[config.mk]
export PLATFORM = sky130hd
export DESIGN_NAME = brd_irq_agg
export DESIGN_NICKNAME = d
export VERILOG_FILES = /design/src/rtl/brd_irq_pkg.sv /design/src/rtl/irq_sync.sv /design/src/rtl/irq_pend.sv /design/src/rtl/slot_stat.sv /design/src/rtl/brd_irq_agg.sv
export SDC_FILE = /design/constraint.sdc
export NUM_CORES = 1
export LEC_CHECK = 0
export BUFFER_PORTS_ARGS = -buffer_cell sky130_fd_sc_hd__buf_2
export CAP_MARGIN = 15
export CORE_MARGIN = 10
export CORE_UTILIZATION = 34
export DETAILED_ROUTE_END_ITERATION = 10
export GPL_TIMING_DRIVEN = 0
export SETUP_SLACK_MARGIN = 0.05
export SLEW_MARGIN = 20
export SYNTH_ARGS = -nofsm -noshare
export SYNTH_HDL_FRONTEND = slang
export SYNTH_SLANG_ARGS = --single-unit
export TNS_END_PERCENT = 50
[constraint.sdc]
create_clock -name clk -period 3.4 [get_ports clk]
set_input_delay 0.51 -clock clk [delete_from_list [all_inputs] [get_ports clk]]
set_output_delay 0.51 -clock clk [all_outputs]
set_load 0.1 [all_outputs]
[src/rtl/brd_irq_pkg.sv]
package brd_irq_pkg;
    localparam int OFF_ENABLE  = 'hC0;
    localparam int OFF_PENDING = 'hD0;
    localparam int OFF_SLOT0   = 'hE0;
    localparam int OFF_SLOT1   = 'hE4;
    localparam int NUM_SCR     = 8;
    localparam logic [31:0] KEEP_MASK = 32'h000F_EEFF;
    localparam int SLOT_WR_BITS = 5;
    localparam int SLOT_CD_BIT  = 5;
    localparam int SLOT_RDY_BIT = 10;

    // byte offset of scratch register i
    function automatic int scr_off(input int i);
        case (i)
            0:       return 'h10;
            1:       return 'h14;
            2:       return 'h40;
            3:       return 'h60;
            4:       return 'h80;
            5:       return 'h84;
            6:       return 'h88;
            default: return 'h90;
        endcase
    endfunction
endpackage

[src/rtl/irq_sync.sv]
module irq_sync #(
    parameter int W = 16
) (
    input  logic         clk,
    input  logic         rst_n,
    input  logic [W-1:0] async_in,
    output logic [W-1:0] sync_out
);
    for (genvar g = 0; g < W; g++) begin : g_bit
        logic meta_q, sync_q;
        always_ff @(posedge clk) begin
            if (!rst_n) begin
                meta_q <= 1'b0;
                sync_q <= 1'b0;
            end else begin
                meta_q <= async_in[g];
                sync_q <= meta_q;
            end
        end
        assign sync_out[g] = sync_q;
    end
endmodule

[src/rtl/irq_pend.sv]
module irq_pend #(
    parameter int          NUM_IRQ = 16,
    parameter int          DATA_W  = 32,
    parameter logic [31:0] MASK    = 32'h000F_EEFF
) (
    input  logic              clk,
    input  logic              rst_n,
    input  logic [NUM_IRQ-1:0] lvl,
    input  logic              en_we,
    input  logic              pend_we,
    input  logic [DATA_W-1:0] wdata,
    output logic [DATA_W-1:0] en_q,
    output logic [DATA_W-1:0] pend_q,
    output logic              irq_out
);
    localparam logic [DATA_W-1:0] KEEP = DATA_W'(MASK);

    logic [DATA_W-1:0] hw_set, en_d, pend_d;

    always_comb begin
        hw_set = {{(DATA_W-NUM_IRQ){1'b0}}, lvl} & en_q;
        en_d   = en_we ? (wdata & KEEP) : en_q;
        pend_d = (pend_we ? (wdata & KEEP) : pend_q) | hw_set;
    end

    always_ff @(posedge clk) begin
        if (!rst_n) begin
            en_q    <= '0;
            pend_q  <= '0;
            irq_out <= 1'b0;
        end else begin
            en_q    <= en_d;
            pend_q  <= pend_d;
            irq_out <= |(pend_d & en_d);
        end
    end
endmodule

[src/rtl/slot_stat.sv]
module slot_stat
    import brd_irq_pkg::*;
#(
    parameter int DATA_W = 32
) (
    input  logic                    clk,
    input  logic                    rst_n,
    input  logic                    we,
    input  logic [SLOT_WR_BITS-1:0] wdata,
    input  logic                    present,
    output logic [DATA_W-1:0]       stat
);
    logic [SLOT_WR_BITS-1:0] ctl_q;
    logic                    absent_q;

    always_ff @(posedge clk) begin
        if (!rst_n) begin
            ctl_q    <= '0;
            absent_q <= 1'b1;
        end else begin
            if (we) ctl_q <= wdata;
            absent_q <= ~present;
        end
    end

    always_comb begin
        stat                        = '0;
        stat[SLOT_WR_BITS-1:0]      = ctl_q;
        stat[SLOT_CD_BIT]           = absent_q;
        stat[SLOT_RDY_BIT]          = 1'b1;
    end
endmodule

[src/rtl/brd_irq_agg.sv]
module brd_irq_agg
    import brd_irq_pkg::*;
#(
    parameter int NUM_IRQ = 16,
    parameter int DATA_W  = 32,
    parameter int ADDR_W  = 8,
    parameter int CD0_IRQ = 9,
    parameter int CD1_IRQ = 13
) (
    input  logic               clk,
    input  logic               rst_n,
    input  logic [ADDR_W-1:0]  addr,
    input  logic               wr_en,
    input  logic [DATA_W-1:0]  wr_data,
    input  logic               rd_en,
    output logic [DATA_W-1:0]  rd_data,
    input  logic [NUM_IRQ-1:0] irq_in,
    output logic               irq_out
);
    logic [NUM_IRQ-1:0] lvl;
    logic [DATA_W-1:0]  en_q, pend_q, slot0_stat, slot1_stat, rd_mux;
    logic [DATA_W-1:0]  scr_q [NUM_SCR];
    logic [NUM_SCR-1:0] scr_hit;
    logic               en_hit, pend_hit, slot0_hit, slot1_hit;
    logic               en_we, pend_we, slot0_we, slot1_we;

    assign en_hit    = (addr == ADDR_W'(OFF_ENABLE));
    assign pend_hit  = (addr == ADDR_W'(OFF_PENDING));
    assign slot0_hit = (addr == ADDR_W'(OFF_SLOT0));
    assign slot1_hit = (addr == ADDR_W'(OFF_SLOT1));
    assign en_we     = wr_en && en_hit;
    assign pend_we   = wr_en && pend_hit;
    assign slot0_we  = wr_en && slot0_hit;
    assign slot1_we  = wr_en && slot1_hit;

    irq_sync #(.W(NUM_IRQ)) u_sync (
        .clk(clk), .rst_n(rst_n), .async_in(irq_in), .sync_out(lvl)
    );

    irq_pend #(.NUM_IRQ(NUM_IRQ), .DATA_W(DATA_W), .MASK(KEEP_MASK)) u_pend (
        .clk(clk), .rst_n(rst_n), .lvl(lvl), .en_we(en_we), .pend_we(pend_we),
        .wdata(wr_data), .en_q(en_q), .pend_q(pend_q), .irq_out(irq_out)
    );

    slot_stat #(.DATA_W(DATA_W)) u_slot0 (
        .clk(clk), .rst_n(rst_n), .we(slot0_we), .wdata(wr_data[SLOT_WR_BITS-1:0]),
        .present(lvl[CD0_IRQ]), .stat(slot0_stat)
    );

    slot_stat #(.DATA_W(DATA_W)) u_slot1 (
        .clk(clk), .rst_n(rst_n), .we(slot1_we), .wdata(wr_data[SLOT_WR_BITS-1:0]),
        .present(lvl[CD1_IRQ]), .stat(slot1_stat)
    );

    for (genvar g = 0; g < NUM_SCR; g++) begin : g_scr
        assign scr_hit[g] = (addr == ADDR_W'(scr_off(g)));
        always_ff @(posedge clk) begin
            if (!rst_n)                  scr_q[g] <= '0;
            else if (wr_en && scr_hit[g]) scr_q[g] <= wr_data;
        end
    end

    always_comb begin
        rd_mux = '0;
        for (int i = 0; i < NUM_SCR; i++)
            if (scr_hit[i]) rd_mux = scr_q[i];
        if (en_hit)    rd_mux = en_q;
        if (pend_hit)  rd_mux = pend_q;
        if (slot0_hit) rd_mux = slot0_stat;
        if (slot1_hit) rd_mux = slot1_stat;
    end

    always_ff @(posedge clk) begin
        if (!rst_n) rd_data <= '0;
        else        rd_data <= rd_en ? rd_mux : '0;
    end
endmodule

======== Word-level counts from Yosys, hierarchy flattened ========
Memories as Yosys holds them, arrays and structs flattened.
Cells that the tools add are included.
storage, ports and cells
  memories ................................ 1
  word-level logic and storage cells ...... 131
  memory bits (writable) .................. 256
  input bits .............................. 60
  register bits after elaboration ......... 141
  output and inout bits ................... 33
memory list
  memory  words  width  rd ports  clocked after Yosys merged registers in  write ports  RTL line           source
  scr_q   8      32     8         0                                        8            brd_irq_agg.sv:22  logic [DATA_W-1:0] scr_q [NUM_SCR];
operators by class
  reduce and logical (&&, ||, !) cells .... 15
  bitwise logic cells ..................... 15
  equal/unequal tests ..................... 12
  multiplexer cells ....................... 47
operators by type and width
  operator                                                                count
  32-bit two-way mux                                                      20
  8-bit equality test (second input constant)                             8
  16-bit by 32-bit AND with 32-bit output                                 1
  32-bit AND                                                              1
  32-bit OR                                                               1
  32-bit OR reduction                                                     1
  1-bit two-way mux                                                       25
  11-bit two-way mux                                                      2
  8-bit by 5-bit equality test with 1-bit output (second input constant)  2
  8-bit by 7-bit equality test with 1-bit output (second input constant)  2
  1-bit logical AND                                                       12
  1-bit OR                                                                8
  1-bit NOT                                                               4
  4-bit OR reduction                                                      1
  2-bit AND reduction                                                     1

======== Depth between registers and ports, before layout ========
  depth in word-level cells ............... 13
  gate-level depth with buffers ........... 10

======== Cells and area by module ========
Synthesis repeated with hierarchy kept, for this count alone.
unflattened totals
  cell total of the unflattened synthesis .. 1714
  area, all modules ....................... 18920.6 um^2
by module, submodules not included
  module       cells each  area an instance (um^2)  sequential area each (um^2)  times used
  brd_irq_agg  1232        14182.4                  8328.0                       1
  irq_pend     305         2869.0                   1301.2                       1
  irq_sync     83          1016.0                   640.6                        1
  slot_stat    47          426.7                    120.1                        2

======== Worst setup path before layout ========
No wires, ideal clock.
  kind .................................... input to register
  from .................................... in addr[5]
  to ...................................... mem scr_q[2][0], in the netlist scr_q[0][64], enable pin
  data arrival time ....................... 2.762 ns
  path slack .............................. 0.248 ns
  data required time ...................... 3.011 ns
  path buffers ............................ 4
  stages .................................. 8
  cell sequence ........................... buf_2 -> or4b_2 -> clkbuf_1 -> nor2_2 -> buf_2 -> buf_2 -> nand2_1 -> nand2_1
RTL lines
  element          RTL line           source
  start, declared  brd_irq_agg.sv:12  input logic [ADDR_W-1:0] addr,
  end, declared    brd_irq_agg.sv:22

======== Worst setup path in the final report ========
  from .................................... in addr[5]
  to ...................................... reg rd_data[30]
between the ends
  cells in the longest elaborated chain, start to end .. 11
  elaborated cells between the ends (all ways) .. 23
  those cells by class .................... eq/ne (12); mux (10); reduce/logical (1)
ends and longest elaborated chain
  element                                         RTL line           source
  8-bit by 5-bit equality test with 1-bit output  brd_irq_agg.sv:56  assign scr_hit[g] = (addr == ADDR_W'(scr_off(g)));
  32-bit two-way mux (8 in series)                brd_irq_agg.sv:66  if (scr_hit[i]) rd_mux = scr_q[i];
  32-bit two-way mux                              brd_irq_agg.sv:67  if (en_hit) rd_mux = en_q;
  32-bit two-way mux                              brd_irq_agg.sv:68  if (pend_hit) rd_mux = pend_q;
  end signal, assigned                            brd_irq_agg.sv:75  else rd_data <= rd_en ? rd_mux : '0;
  end, declared                                   brd_irq_agg.sv:16  output logic [DATA_W-1:0] rd_data,
Parallel ways exist; a longest one is shown, timed or not.
A chain may end at the register's enable or synchronous reset.

==> flow_metrics.env <==
export IMPL_cts_root_buf="clkbuf_16"
export IMPL_die_w_um=241
export IMPL_fin_skew_ps=12.4
export IMPL_placed_area_sq_um=18000
export IMPL_yosysUniqueCellTypes=63
export IMPL_via_per_inst=5.71
export IMPL_place_gp_congestion=0.913
export IMPL_crit_fanout=10
export IMPL_finalSetupTns_ps=0
export IMPL_ys_seq_area_frac=0.632
export IMPL_final_util=0.404
export IMPL_initial_core_util=0.346
export IMPL_max_clock_path_buffers=3
export IMPL_synth_flop_cell="edfxtp_1"
export IMPL_finish_instance_area_sq_um=19400
export IMPL_drcViolationCount=0
export IMPL_worstMarginPinSlew_ps=1110
export IMPL_syn_inst=1444
export IMPL_status="complete, no violations"
export IMPL_grt_pass1_vias=12100
export IMPL_slew_violations=0
export IMPL_synth_avg_cell_area_sq_um=11.5
export IMPL_drt_iter0_markers=1851
export IMPL_postCtsSetupRepairBufs=0
export IMPL_critical_path_arrival_ps=3760
export IMPL_syn_to_final_growth_pct=16.8
export IMPL_grt_pass1_wl_um=80900
export IMPL_design_core_area_sq_um=48000
export IMPL_ioPinCount=93
export IMPL_drive_above_1_share=0.137
export IMPL_ctsHoldBuffers=0
export IMPL_clk_latency_ps=560
export IMPL_final_nets=1644
export IMPL_syn_cell_area_sq_um=16600
export IMPL_critical_path_class="input port to flop"
export IMPL_antenna_found_initial=4
export IMPL_yosys_area_share_xor_xnor=0
export IMPL_hold_class="input port to flop"
export IMPL_hold_viol=0
export IMPL_numClockSinks=397
export IMPL_synth_area_leaders="edfxtp_1 46%, dfxtp_1 17%, and2_1 10%, nand2_1 4.1%, a222oi_1 3.6%"
export IMPL_cap_violations=0
export IMPL_slew_headroom=0.253
export IMPL_cts_tree="yes"
export IMPL_rows=80
export IMPL_synthAdderAreaFrac=0
export IMPL_synth_edff_count=256
export IMPL_power_static_leakage_nw=6.97
export IMPL_synthArstFlopShare=0
export IMPL_rsz0062_at_grt="yes"
export IMPL_h_tree_depth=2
export IMPL_critical_path_required_ps=3850
export IMPL_powerDensity_nw_per_um2=537
export IMPL_drt_total_wl_um=56000
export IMPL_grt_total_usage=0.189
export IMPL_dpl_hpwl_um=39400
export IMPL_clock_fmax_mhz=302
export IMPL_setup_viol=0
export IMPL_synth_nets=1504
export IMPL_ant_nets=0
export IMPL_setup_ws_ps=91.4
export IMPL_period_share=0.973
export IMPL_synth_top_area_share=0.463
export IMPL_yosysWarnings=0
export IMPL_cts_buffers=41
export IMPL_grt_max_degree=33
export IMPL_dr_pass1_iters=7
export IMPL_dieArea_sq_um=58100
export IMPL_synth_simple_area_share=0.204
export IMPL_wl_per_cell_um=25.1
export IMPL_port_buffers=90
export IMPL_fin_crit_ps=3310
export IMPL_critPathCaptureType="flop"
export IMPL_pre_cts_ws_ps=-696
export IMPL_synthMuxAreaShare=0.00572
export IMPL_cp_start_kind="input port"
export IMPL_ir_drop_mv=0.394
export IMPL_clk_pin_slew_ps=60
export IMPL_overflow=0
export IMPL_synth_compound_area_frac=0.125
export IMPL_ys_ff_latch=397
export IMPL_synth_largest_area_cell="edfxtp_1"
export IMPL_synth_top_family_by_area="simple AND/OR/NAND/NOR gates"
export IMPL_die_height_um=241
export IMPL_vias=12700
[cells in the final DEF (no fill, tap or decap), types with 26 or more instances in the layout]
| cell | Yosys | final |
|---|---|---|
| a21oi_1 | 71 | 71 |
| a222oi_1 | 59 | 59 |
| and2_1 | 269 | 269 |
| and3_1 | 32 | 32 |
| buf_2 | 21 | 111 |
| clkbuf_1 | 96 | 96 |
| clkbuf_16 | 0 | 43 |
| dfxtp_1 | 141 | 141 |
| edfxtp_1 | 256 | 256 |
| nand2_1 | 181 | 173 |
| nand3_1 | 32 | 31 |
| nor2_1 | 30 | 30 |
| nor3_1 | 28 | 26 |
[worst paths after layout]
check / from / end / slack, ps / depth (start not counted)
min reg2reg: u_sync.g_bit[2].meta_q / u_sync.g_bit[2].sync_q / 430 / 1
max reg2reg: u_pend.pend_q[25] / u_pend.irq_out / 1480 / 6
min: irq_in[11] / u_sync.g_bit[11].meta_q / 160 / 2
max: addr[5] / rd_data[30] / 90 / 9
[cells in the mapped netlist, types with 4 or more instances]
cell type	instances
and2_1	269
edfxtp_1	256
nand2_1	181
dfxtp_1	141
clkbuf_1	96
a21oi_1	71
a222oi_1	59
and3_1	32
nand3_1	32
nor2_1	30
nor3_1	28
a22oi_1	22
buf_2	21
a31oi_1	18
nor4_1	15
o21ai_0	14
a22o_1	13
o22ai_1	13
a221o_1	12
a221oi_1	12
inv_1	12
buf_1	6
nand2b_1	6
a211oi_1	5
mux2i_1	5
nor2_2	5
or3_1	5
a21o_1	4
a41oi_1	4
mux2_2	4
o22a_1	4
o32ai_1	4
[layout make-up]
class	count	area [sq um]
Clock buffer	53	1150
Clock inverter	19	219
Buffer	124	507
Antenna cell	2	5.00
Timing Repair Buffer	97	591
Fill cell	4658	28600
Multi-Input combinational cell	911	5620
Inverter	12	45.0
Tap cell	615	769
Sequential cell	397	10500
[kinds of logic after synthesis]
| group | after synthesis |
|---|---|
| AO/OA/AOI/OAI | 276 |
| buffers and inverters | 136 |
| flip-flops | 397 |
| multiplexers | 9 |
| AND/OR/NAND/NOR | 626 |
[through the flow]
stage / std cells / total power, mW / hold WS, ps
after CTS: 2228 / 10.5 / 142
after global placement: 2149 / 5.84 / 418
final: 2230 / 10.4 / 159
after global routing: 2228 / 10.7 / 145
after floorplan: 1444 / 5.64 / 384
after detailed placement: 2156 / 5.87 / 420
[registers in the layout, indices dropped and copies added (netlist names)]
signal,flops
rd_data,32
scr_q,256
u_pend.en_q,32
u_pend.irq_out,1
u_pend.pend_q,32
u_slot0.absent_q,1
u_slot0.ctl_q,5
u_slot1.absent_q,1
u_slot1.ctl_q,5
u_sync.g_bit.meta_q,16
u_sync.g_bit.sync_q,16
[power by group]
group / leakage [nW] / internal [mW] / switching (mW)
clock network: 0.668 / 2.71 / 1.93
registers: 3.57 / 5.30 / 0.0595
logic: 2.73 / 0.103 / 0.312
[worst max-delay path, cell delays in order]
cell	delay (ps)
buf_2	130
or4b_1	520
clkbuf_1	230
nor2_2	680
clkbuf_1	680
a22oi_1	220
a31oi_1	390
a221oi_1	100
a21oi_1	290
[metal layers]
metal,vias up,routed length (um),track usage
met1,6271,23500,0.262
met4,2,1560,0.0579
met3,104,6520,0.0502
met2,732,24400,0.282
li1,5619,-,-
met5,-,18,0
[repair_timing]
action                     in CTS  in global routing
gates resized for setup         4                 12
setup endpoints to repair      49                119
gates cloned                    0                  0
(Power assumes the default switching activity.)
